### src/rtl/bus_idle_gap.sv
module bus_idle_gap #(
  parameter int NUM_AREAS = 8,
  parameter int ADDR_W = 16,
  localparam int AREA_W = (NUM_AREAS > 1) ? $clog2(NUM_AREAS) : 1
) (
  input  logic                 clk,
  input  logic                 rst_n,
  input  logic                 cfg_load,
  input  logic                 cfg_gap_rr,
  input  logic                 cfg_gap_rw,
  input  logic                 req_valid,
  output logic                 req_ready,
  input  logic [AREA_W-1:0]    req_area,
  input  logic                 req_write,
  input  logic                 req_long,
  input  logic [ADDR_W-1:0]    req_addr,
  output logic [NUM_AREAS-1:0] cs_n,
  output logic                 rd_n,
  output logic                 wr_n,
  output logic                 dout_en,
  output logic [ADDR_W-1:0]    addr
);

  typedef enum logic [2:0] {S_IDLE, S_T1, S_T2, S_T3, S_TI} st_t;

  st_t st, nxt;
  logic [AREA_W-1:0] area_q;
  logic [ADDR_W-1:0] addr_q;
  logic wr_q, long_q, gap_rr_q, gap_rw_q;

  logic last, take, need_gap, act, dphase;

  assign last      = (st == S_T2 && !long_q) || st == S_T3;
  assign req_ready = (st == S_IDLE) || last;
  assign take      = req_valid && req_ready;
  assign need_gap  = last && !wr_q && (req_area != area_q) &&
                     (req_write ? gap_rw_q : gap_rr_q);

  always_comb begin
    nxt = st;
    if (take) nxt = need_gap ? S_TI : S_T1;
    else begin
      case (st)
        S_IDLE:  nxt = S_IDLE;
        S_T1:    nxt = S_T2;
        S_T2:    nxt = long_q ? S_T3 : S_IDLE;
        S_T3:    nxt = S_IDLE;
        S_TI:    nxt = S_T1;
        default: nxt = S_IDLE;
      endcase
    end
  end

  always_ff @(posedge clk or negedge rst_n) begin
    if (!rst_n) begin
      st       <= S_IDLE;
      area_q   <= '0;
      addr_q   <= '0;
      wr_q     <= 1'b0;
      long_q   <= 1'b0;
      gap_rr_q <= 1'b1;
      gap_rw_q <= 1'b1;
    end else begin
      st <= nxt;
      if (take) begin
        area_q <= req_area;
        addr_q <= req_addr;
        wr_q   <= req_write;
        long_q <= req_long;
      end
      if (cfg_load) begin
        gap_rr_q <= cfg_gap_rr;
        gap_rw_q <= cfg_gap_rw;
      end
    end
  end

  assign act    = (st == S_T1) || (st == S_T2) || (st == S_T3);
  assign dphase = (st == S_T2) || (st == S_T3);

  for (genvar i = 0; i < NUM_AREAS; i++) begin : g_cs
    assign cs_n[i] = !(act && area_q == AREA_W'(i));
  end

  assign rd_n    = !(act && !wr_q);
  assign wr_n    = !(dphase && wr_q);
  assign dout_en = dphase && wr_q;
  assign addr    = addr_q;

  p_gap_one_state_r6: assert property (@(posedge clk) disable iff (!rst_n)
    st == S_TI |=> st == S_T1);

  p_rr_no_overlap_r6: assert property (@(posedge clk) disable iff (!rst_n)
    ($past(!rd_n) && !rd_n && $past(gap_rr_q)) |-> cs_n == $past(cs_n));

  p_oe_not_first_r5: assert property (@(posedge clk) disable iff (!rst_n)
    $rose(dout_en) |-> $past(st) == S_T1);

  p_accept_starts_r10: assert property (@(posedge clk) disable iff (!rst_n)
    (req_valid && req_ready) |=> (st == S_T1 || st == S_TI));

endmodule

### config.mk
export PLATFORM = sky130hd
export DESIGN_NAME = bus_idle_gap
export DESIGN_NICKNAME = d
export VERILOG_FILES = /design/src/rtl/bus_idle_gap.sv
export SDC_FILE = /design/constraint.sdc
export NUM_CORES = 1
export LEC_CHECK = 0
export BUFFER_PORTS_ARGS = -buffer_cell sky130_fd_sc_hd__buf_2
export CORE_ASPECT_RATIO = 1.75
export CORE_MARGIN = 4
export CORE_UTILIZATION = 46
export DETAILED_ROUTE_END_ITERATION = 16
export PLACE_DENSITY = 0.78
export SYNTH_ARGS = -nofsm -noshare
export SYNTH_HDL_FRONTEND = slang
export SYNTH_SLANG_ARGS = --single-unit
### constraint.sdc
create_clock -name clk -period 1.9 [get_ports clk]
set_input_delay 0.19 -clock clk [delete_from_list [all_inputs] [get_ports clk]]
set_output_delay 0.19 -clock clk [all_outputs]
set_load 0.005 [all_outputs]
==> run_results.csv, run 1 <==
group,metric,value,unit
run_status,outcome,"completed",
drt,wl_per_cell,15.23,microns
drt,vias,889,
synthesis,synth_compound_area_share,3.144,%
clocking,cts_buffer_depth,2,
cells_and_area,instances_no_fill,171,
timing,finalSetupTns,0,ns
setup_path,crit_chain,"o2111ai_4, mux2_2",
drt,dr.first_iter.drc_count,21,
pwr,leakagePower,0.8120,nW
floorplanning,die_area,3607,sq um
cells_and_area,finalNetCount,173,
timing,finalCritPeriodShare,94.72,%
placed_design,pre_cts_ws,0.09242,ns
cells_and_area,fin_area,1595,sq um
synthesis,synth.area.mux_share,27.89,%
synthesis,synth.area.top_cells,"dfrtp_1 (49%), mux2_4 (24%), dfstp_2 (4.3%), mux2_2 (2.7%), nand2_1 (2.4%)",
placed_design,dpl.hpwl,2062,microns
setup_path,arrival,1.95,ns
cells_and_area,drive_above_1_share,60.69,%
synthesis,syn_area_per_cell,14.02,sq um
cells_and_area,diodes,0,
grt,grt_antenna_before_repair,0,
synthesis,yosys.area_share.adder,0,%
timing,setup_viol,0,
clocking,cts-root-buf,"clkbuf_8",
pwr,irDropWorstVdd,0.9573,mV
setup_path,cp_slowest_cell,"o2111ai_4",
timing,rsz0062_at_grt,"false",
floorplanning,io-pin-count,55,
pwr,combPwrFrac,46.4,%
synthesis,synth-seq-cells,26,
synthesis,synth_xor_area_share,2.130,%
timing,holdWs,0.1479,ns
timing,setup_slack,0.1003,ns
cells_and_area,multi_input_area,566.8,sq um
placed_design,post-place-cells,166,
floorplanning,start_util,48.91,%
drt,drc_errors,0,
pwr,p_per_area,1600,nW/um^2
grt,grt_util_all_layers,15.70,%
flow_run,drv_cap,0,
synthesis,synth_top_area_cell,"dfrtp_1",
cells_and_area,syn2layout_area_growth,29.31,%
clocking,clock_latency,0.26,ns
floorplanning,rows,24,
pwr,p_clk_share,13.7,%
setup_path,crit_family,"compound AO/OA/AOI/OAI gates",
synthesis,syn_nets,115,
synthesis,synth_top_family_by_area,"multiplexers",
grt,grt_pass1_vias,969,
clocking,cts.sinks,26,
setup_path,required,2.06,ns
clocking,clk_pin_slew_worst_paths,0.09,ns
setup_path,crit_buf_inv,0,
synthesis,syn_area,1234,sq um
timing,finalClockSkew,0.002073,ns
grt,grt-ovfl-total,0,
drt,finalWirelength,2604,microns
placed_design,placed_cell_area,1525,sq um
setup_path,crit_fanout,21,
cells_and_area,fin_util,63.24,%
clocking,htreeDepth,1,
cells_and_area,nFillCells,219,
timing,fmax,555.6,MHz
synthesis,yosysSeqAreaShare,52.94,%
clocking,cts_made_buffers,3,
cells_and_area,seq_area,653.1,sq um
grt,grt_max_degree,27,
floorplanning,core_area,2522,sq um
placed_design,place.gp.congestion,0.7310,
timing,min_period,1.800,ns
floorplanning,die_w,47.15,microns
timing,final_hold_viol_count,0,
pwr,switching_share,32.64,%
floorplanning,die_y,76.51,microns
setup_path,setup.worst_path.start_class,"flop",
min_path,hp-class,"in -> reg",
synthesis,synth-simple-area-share,11.46,%
timing,slew_violations,0,
drt,first_pass_iters,2,
drt,viasPerCell,5.199,
synthesis,yosysWarningCount,0,
pwr,p_switching,0.8329,mW
pwr,p_seq_share,39.9,%
synthesis,synth_top_cell_area_share,48.68,%
drt,drtAntennaViolNets,0,
grt,grt_pass1_wl,4257,microns
pwr,power.total,2.552,mW
placed_design,numPortBuffers,54,
synthesis,ys_types,23,
setup_path,crit_type,"reg -> reg",
timing,slew_headroom,35.63,%
clocking,cts_tree,"done",
setup_path,cpPeakStageDelay,0.81,ns
synthesis,syn_inst,88,
timing,max_slew.worst_pin.slew,0.9652,ns
setup_path,end_kind,"flop",
pwr,p_int,1.719,mW
==> Yosys cell counts <==
library cell / number
a2bb2oi_1: 1
and2_1: 1
buf_6: 2
dfrtp_1: 24
dfstp_2: 2
inv_1: 2
mux2_2: 3
mux2_4: 20
mux2i_1: 1
nand2_1: 8
nand2b_1: 1
nand2b_2: 1
nand3_1: 2
nor2_1: 4
nor2b_1: 3
nor2b_2: 1
nor3_1: 2
nor3b_1: 1
o2111ai_2: 1
o21ai_0: 3
or3_1: 1
or4b_4: 1
xor2_1: 3
==> sequential cells by signal (all words and copies together), names as in the netlist <==
name / count
gap_rw_q: 1
addr: 16
long_q: 1
area_q: 3
st: 3
wr_q: 1
gap_rr_q: 1
==> layer usage <==
metal	part of all wire, %	wire length (microns)	track usage [%]
met2	57	1488	27.52
met3	5.0	131	2.837
met1	37	961	17.23
met5	0	0	0
met4	0.84	22	6.371
==> kinds of logic after synthesis <==
| family | count (synthesis) |
|---|---|
| AO/OA/AOI/OAI | 5 |
| XOR/XNOR | 3 |
| buffers and inverters | 4 |
| flip-flops | 26 |
| multiplexers | 24 |
| AND/OR/NAND/NOR | 26 |
==> power by group through the flow <==
stage | Clock (mW) | Sequential [mW] | Combinational [mW]
4_1_cts | 0.359 | 1.02 | 1.20
6_report | 0.350 | 1.02 | 1.18
5_1_grt | 0.387 | 1.06 | 1.28
3_5_place_dp | 0 | 1.02 | 1.20
2_1_floorplan | 0 | 1.00 | 0.774
3_3_place_gp | 0 | 0.999 | 1.15
==> repair_timing <==
item                                    4_1_cts  5_1_grt
endpoints found under the hold margin        24        0
resized for setup                             0        1
endpoints found under the setup margin        0        1
hold buffers                                  1        0
setup buffers                                 0        0
==> worst paths after layout <==
check | startpoint | endpoint | slack (ns) | cells past startpoint
max | st[0] | addr[7] | 0.10 | 2
min | req_addr[12] | addr[12] | 0.15 | 2
max reg2reg | st[0] | addr[7] | 0.10 | 2
min reg2reg | addr[15] | addr[15] | 0.52 | 1
max in group asynchronous | rst_n | gap_rw_q | 1.07 | 2
min in group asynchronous | rst_n | area_q[2] | 0.46 | 2
==> final cells by class <==
| class | instances | area share [%] |
|---|---|---|
| Clock buffer | 4 | 3.451 |
| Sequential cell | 26 | 40.94 |
| Timing Repair Buffer | 55 | 17.57 |
| Inverter | 2 | 0.4706 |
| Multi-Input combinational cell | 58 | 35.53 |
| Tap cell | 26 | 2.039 |
==> worst register-to-register path, cell delays in order, from the launching register on <==
cell and delay, ns:
dfrtp_1 0.46, o2111ai_4 0.81, mux2_2 0.42
==> placed cells by master, fill, tap and decap left out, types with 2 or more instances in the layout <==
cell type,count
mux2_2,3
nand2_1,8
dfstp_2,2
mux2_4,20
buf_2,54
dfrtp_1,24
nor3_1,2
nor2_1,4
o21ai_0,3
xor2_1,3
clkbuf_8,4
nand3_1,2
inv_1,2
nor2b_1,3
(Power assumes the default switching activity.)
==> inputs of run 2 (changes only) <==
--- a/config.mk
+++ b/config.mk
@@ -8,9 +8,8 @@
 export BUFFER_PORTS_ARGS = -buffer_cell sky130_fd_sc_hd__buf_2
 export CORE_ASPECT_RATIO = 1.75
 export CORE_MARGIN = 4
-export CORE_UTILIZATION = 46
+export CORE_UTILIZATION = 30
 export DETAILED_ROUTE_END_ITERATION = 16
-export PLACE_DENSITY = 0.78
 export SYNTH_ARGS = -nofsm -noshare
 export SYNTH_HDL_FRONTEND = slang
 export SYNTH_SLANG_ARGS = --single-unit
==> run_results.csv, run 2 (synthesized netlist as in run 1, its figures left out) <==
group,metric,value,unit
pwr,irDropWorstVdd,0.7965,mV
cells_and_area,instances_no_fill,193,
drt,dr.first_iter.drc_count,16,
setup_path,crit_fanout,21,
floorplanning,io-pin-count,55,
timing,setup_slack,0.08351,ns
setup_path,reg2regPathDepth,3,
clocking,cts_made_buffers,3,
placed_design,pre_cts_ws,0.09560,ns
floorplanning,start_util,31.30,%
timing,slew_violations,0,
cells_and_area,finalNetCount,173,
timing,finalClockSkew,0.001738,ns
timing,holdWs,0.1545,ns
drt,drc_errors,0,
timing,max_slew.worst_pin.slew,0.9747,ns
pwr,p_per_area,1583,nW/um^2
cells_and_area,largest_register_ffs,16,
cells_and_area,layout_common_cells,"buf_2 (54), dfrtp_1 (24), mux2_4 (20)",
drt,drtAntennaViolNets,0,
cells_and_area,drive_above_1_share,60.00,%
timing,fmax,550.5,MHz
clocking,cts_buffer_depth,2,
flow_run,drv_cap,0,
placed_design,numPortBuffers,54,
drt,finalWirelength,2855,microns
placed_design,placed_cell_area,1553,sq um
cells_and_area,final_common_cell,"buf_2",
grt,grt_max_degree,27,
grt,grt_util_all_layers,11.37,%
min_path,holdPathStages,2,
placed_design,post-place-cells,188,
timing,finalCritPeriodShare,95.60,%
run_status,outcome,"completed",
timing,min_period,1.816,ns
clocking,clock_latency,0.26,ns
clocking,htreeDepth,1,
floorplanning,rows,30,
timing,final_hold_viol_count,0,
floorplanning,die_area,5243,sq um
floorplanning,die_w,56.48,microns
setup_path,setup.worst_path.start_class,"flop",
grt,grt_pass1_vias,994,
drt,first_pass_iters,2,
clocking,cts-root-buf,"clkbuf_8",
cells_and_area,diodes,0,
placed_design,place.gp.congestion,0.7423,
drt,vias,886,
setup_path,required,2.05,ns
cells_and_area,fin_area,1618,sq um
drt,viasPerCell,4.591,
clocking,clk_pin_slew_worst_paths,0.08,ns
drt,wl_per_cell,14.79,microns
clocking,cts_resized,0,
setup_path,end_kind,"flop",
pwr,power.total,2.561,mW
placed_design,dpl.hpwl,2246,microns
floorplanning,die_y,92.83,microns
clocking,post_cts_buffers,0,
min_path,hp-class,"in -> reg",
floorplanning,core_area,3941,sq um
grt,grt-ovfl-total,0,
cells_and_area,syn2layout_area_growth,31.14,%
timing,setup_viol,0,
cells_and_area,fin_util,41.05,%
timing,rsz0062_at_grt,"false",
grt,grt_pass1_wl,4698,microns
pwr,leakagePower,0.8093,nW
timing,slew_headroom,34.99,%
clocking,cts_tree,"done",
timing,finalSetupTns,0,ns
clocking,hold_buffers,1,
clocking,cts.sinks,26,
setup_path,arrival,1.97,ns
setup_path,crit_type,"reg -> reg",
grt,grt_antenna_before_repair,0,
[run 2: where the power goes]
group / switching, mW / total (mW) / internal (mW) / leakage (nW)
logic: 0.480 / 1.20 / 0.718 / 0.476
clock network: 0.162 / 0.347 / 0.185 / 0.0288
registers: 0.204 / 1.02 / 0.813 / 0.305
[run 2: final cells by class]
| type | instances | area, sq um |
|---|---|---|
| clock buffers | 4 | 55.05 |
| inverters | 2 | 7.507 |
| fillers | 398 | 2323 |
| multi-input cells | 58 | 561.8 |
| repair buffers | 55 | 280.3 |
| well taps | 48 | 60.06 |
| flip-flops and latches | 26 | 653.1 |
[run 2: layer usage]
layer / global-route usage, % / part of all wire, % / vias to the layer above
li1: - / - / 416
met1: 12.06 / 37 / 434
met2: 20.66 / 55 / 31
met3: 2.232 / 6.2 / 5
met4: 5.743 / 1.8 / 0
met5: 0 / 0 / -
[run 2: worst max-delay path, stage by stage, from the launching register on]
cell	delay, ns
dfrtp_1	0.38
nand2_1	0.11
o2111ai_4	0.79
mux2_2	0.42
[run 2: final timing paths]
path                         startpoint        to  slack, ns
setup / recovery                  st[1]   addr[7]       0.08
hold / removal             req_addr[13]  addr[13]       0.15
setup reg to reg                  st[1]   addr[7]       0.08
hold reg to reg                addr[10]  addr[10]       0.52
max in group asynchronous         rst_n  gap_rw_q       1.07
min in group asynchronous         rst_n   addr[5]       0.45
==> inputs of run 3 (changes only) <==
--- a/config.mk
+++ b/config.mk
@@ -10,6 +10,8 @@
 export CORE_MARGIN = 4
 export CORE_UTILIZATION = 30
 export DETAILED_ROUTE_END_ITERATION = 16
+export GPL_TIMING_DRIVEN = 0
+export SETUP_SLACK_MARGIN = 0.4
 export SYNTH_ARGS = -nofsm -noshare
 export SYNTH_HDL_FRONTEND = slang
 export SYNTH_SLANG_ARGS = --single-unit
==> run_results.csv, run 3 (synthesized netlist as in run 1, its figures left out) <==
group,metric,value,unit
run_status,outcome,"completed",
flow_run,drv_cap,0,
setup_path,crit_type,"reg -> reg",
setup_path,crit_fanout,10,
placed_design,dpl.hpwl,2193,microns
grt,grt-ovfl-total,0,
cells_and_area,final_common_cell,"buf_2",
pwr,p_per_area,1581,nW/um^2
floorplanning,die_y,92.83,microns
cells_and_area,largest_register_ffs,16,
placed_design,place.gp.congestion,0.7536,
cells_and_area,finalNetCount,179,
grt,grt_antenna_before_repair,0,
clocking,cts_tree,"done",
grt,grt_max_degree,27,
floorplanning,start_util,31.30,%
cells_and_area,syn2layout_area_growth,38.54,%
timing,fmax,681.3,MHz
clocking,clk_pin_slew_worst_paths,0.09,ns
setup_path,required,2.05,ns
timing,slew_headroom,61.12,%
floorplanning,io-pin-count,55,
timing,final_hold_viol_count,0,
drt,first_pass_iters,2,
grt,grt_pass1_wl,4512,microns
drt,finalWirelength,2826,microns
drt,drtAntennaViolNets,0,
floorplanning,die_w,56.48,microns
clocking,htreeDepth,1,
drt,wl_per_cell,14.20,microns
clocking,cts-root-buf,"clkbuf_8",
pwr,power.total,2.703,mW
timing,slew_violations,0,
cells_and_area,layout_common_cells,"buf_2 (54), dfrtp_1 (23), mux2_4 (20)",
clocking,cts_made_buffers,3,
clocking,cts.sinks,26,
grt,grt_util_all_layers,10.93,%
drt,viasPerCell,4.558,
setup_path,setup.worst_path.start_class,"flop",
drt,drc_errors,0,
setup_path,end_kind,"flop",
placed_design,numPortBuffers,54,
pwr,leakagePower,0.8495,nW
drt,dr.first_iter.drc_count,1,
timing,finalCritPeriodShare,77.25,%
timing,finalSetupTns,0,ns
timing,setup_viol,0,
min_path,hp-class,"in -> reg",
timing,finalClockSkew,0.002591,ns
clocking,clock_latency,0.26,ns
timing,max_slew.worst_pin.slew,0.5832,ns
pwr,irDropWorstVdd,0.7993,mV
cells_and_area,drive_above_1_share,64.24,%
clocking,cts_buffer_depth,2,
timing,min_period,1.468,ns
timing,rsz0062_at_grt,"true",
drt,vias,907,
floorplanning,die_area,5243,sq um
setup_path,arrival,1.62,ns
grt,grt_pass1_vias,991,
timing,holdWs,0.1515,ns
cells_and_area,diodes,0,
floorplanning,rows,30,
floorplanning,core_area,3941,sq um
-- run 3: layout make-up --
type,instances,area [sq um]
Multi-Input combinational cell,58,586.8
Clock buffer,4,55.05
Timing Repair Buffer,59,314.1
Tap cell,48,60.06
Fill cell,391,2232
Inverter,2,7.507
Buffer,2,31.28
Sequential cell,26,654.4
-- run 3: report_power, final --
part | internal [mW] | switching (mW)
Combinational | 0.824 | 0.517
Sequential | 0.814 | 0.200
Clock | 0.185 | 0.163
-- run 3: path summary, 6_finish.rpt --
kind                         startpoint        to  slack, ns  cells past startpoint
setup / recovery                  st[0]  addr[15]       0.43                      4
hold / removal             req_addr[10]  addr[10]       0.15                      2
setup reg to reg                  st[0]  addr[15]       0.43                      4
hold reg to reg                 addr[0]   addr[0]       0.51                      1
max in group asynchronous         rst_n     st[2]       1.03                      2
min in group asynchronous         rst_n   addr[0]       0.46                      2
-- run 3: metal layers --
layer	vias up	wire length, microns	part of all wire, %	global-route usage (%)
met5	-	0	0	0
met4	0	23	0.81	4.752
met3	2	148	5.2	1.395
met2	28	1636	58	21.62
met1	448	1017	36	10.81
li1	429	-	-	-
-- run 3: worst max-delay path: stages, from the launching register on --
cell	delay, ns
dfrtp_1	0.41
buf_4	0.16
o2111ai_4	0.28
buf_12	0.19
mux2_4	0.31
-- run 3: stage by stage --
stage | setup slack, ns | cells | util, % | instance area (sq um)
2_1_floorplan | 0.5582 | 88 | - | 1234
3_3_place_gp | 0.4884 | 190 | 39.68 | 1564
3_5_place_dp | 0.4533 | 190 | 39.68 | 1564
4_1_cts | 0.3635 | 197 | 42.67 | 1682
5_1_grt | 0.3727 | 199 | 43.37 | 1709
6_report | 0.4322 | 199 | 43.37 | 1709
-- run 3: what timing repair did --
action | in CTS | in global routing
hold buffers | 1 | 0
gates cloned | 1 | 0
resized for setup | 8 | 3
endpoints found under the hold margin | 24 | 0
buffers inserted | 1 | 2
endpoints found under the setup margin | 8 | 26
pin swaps | 1 | 3
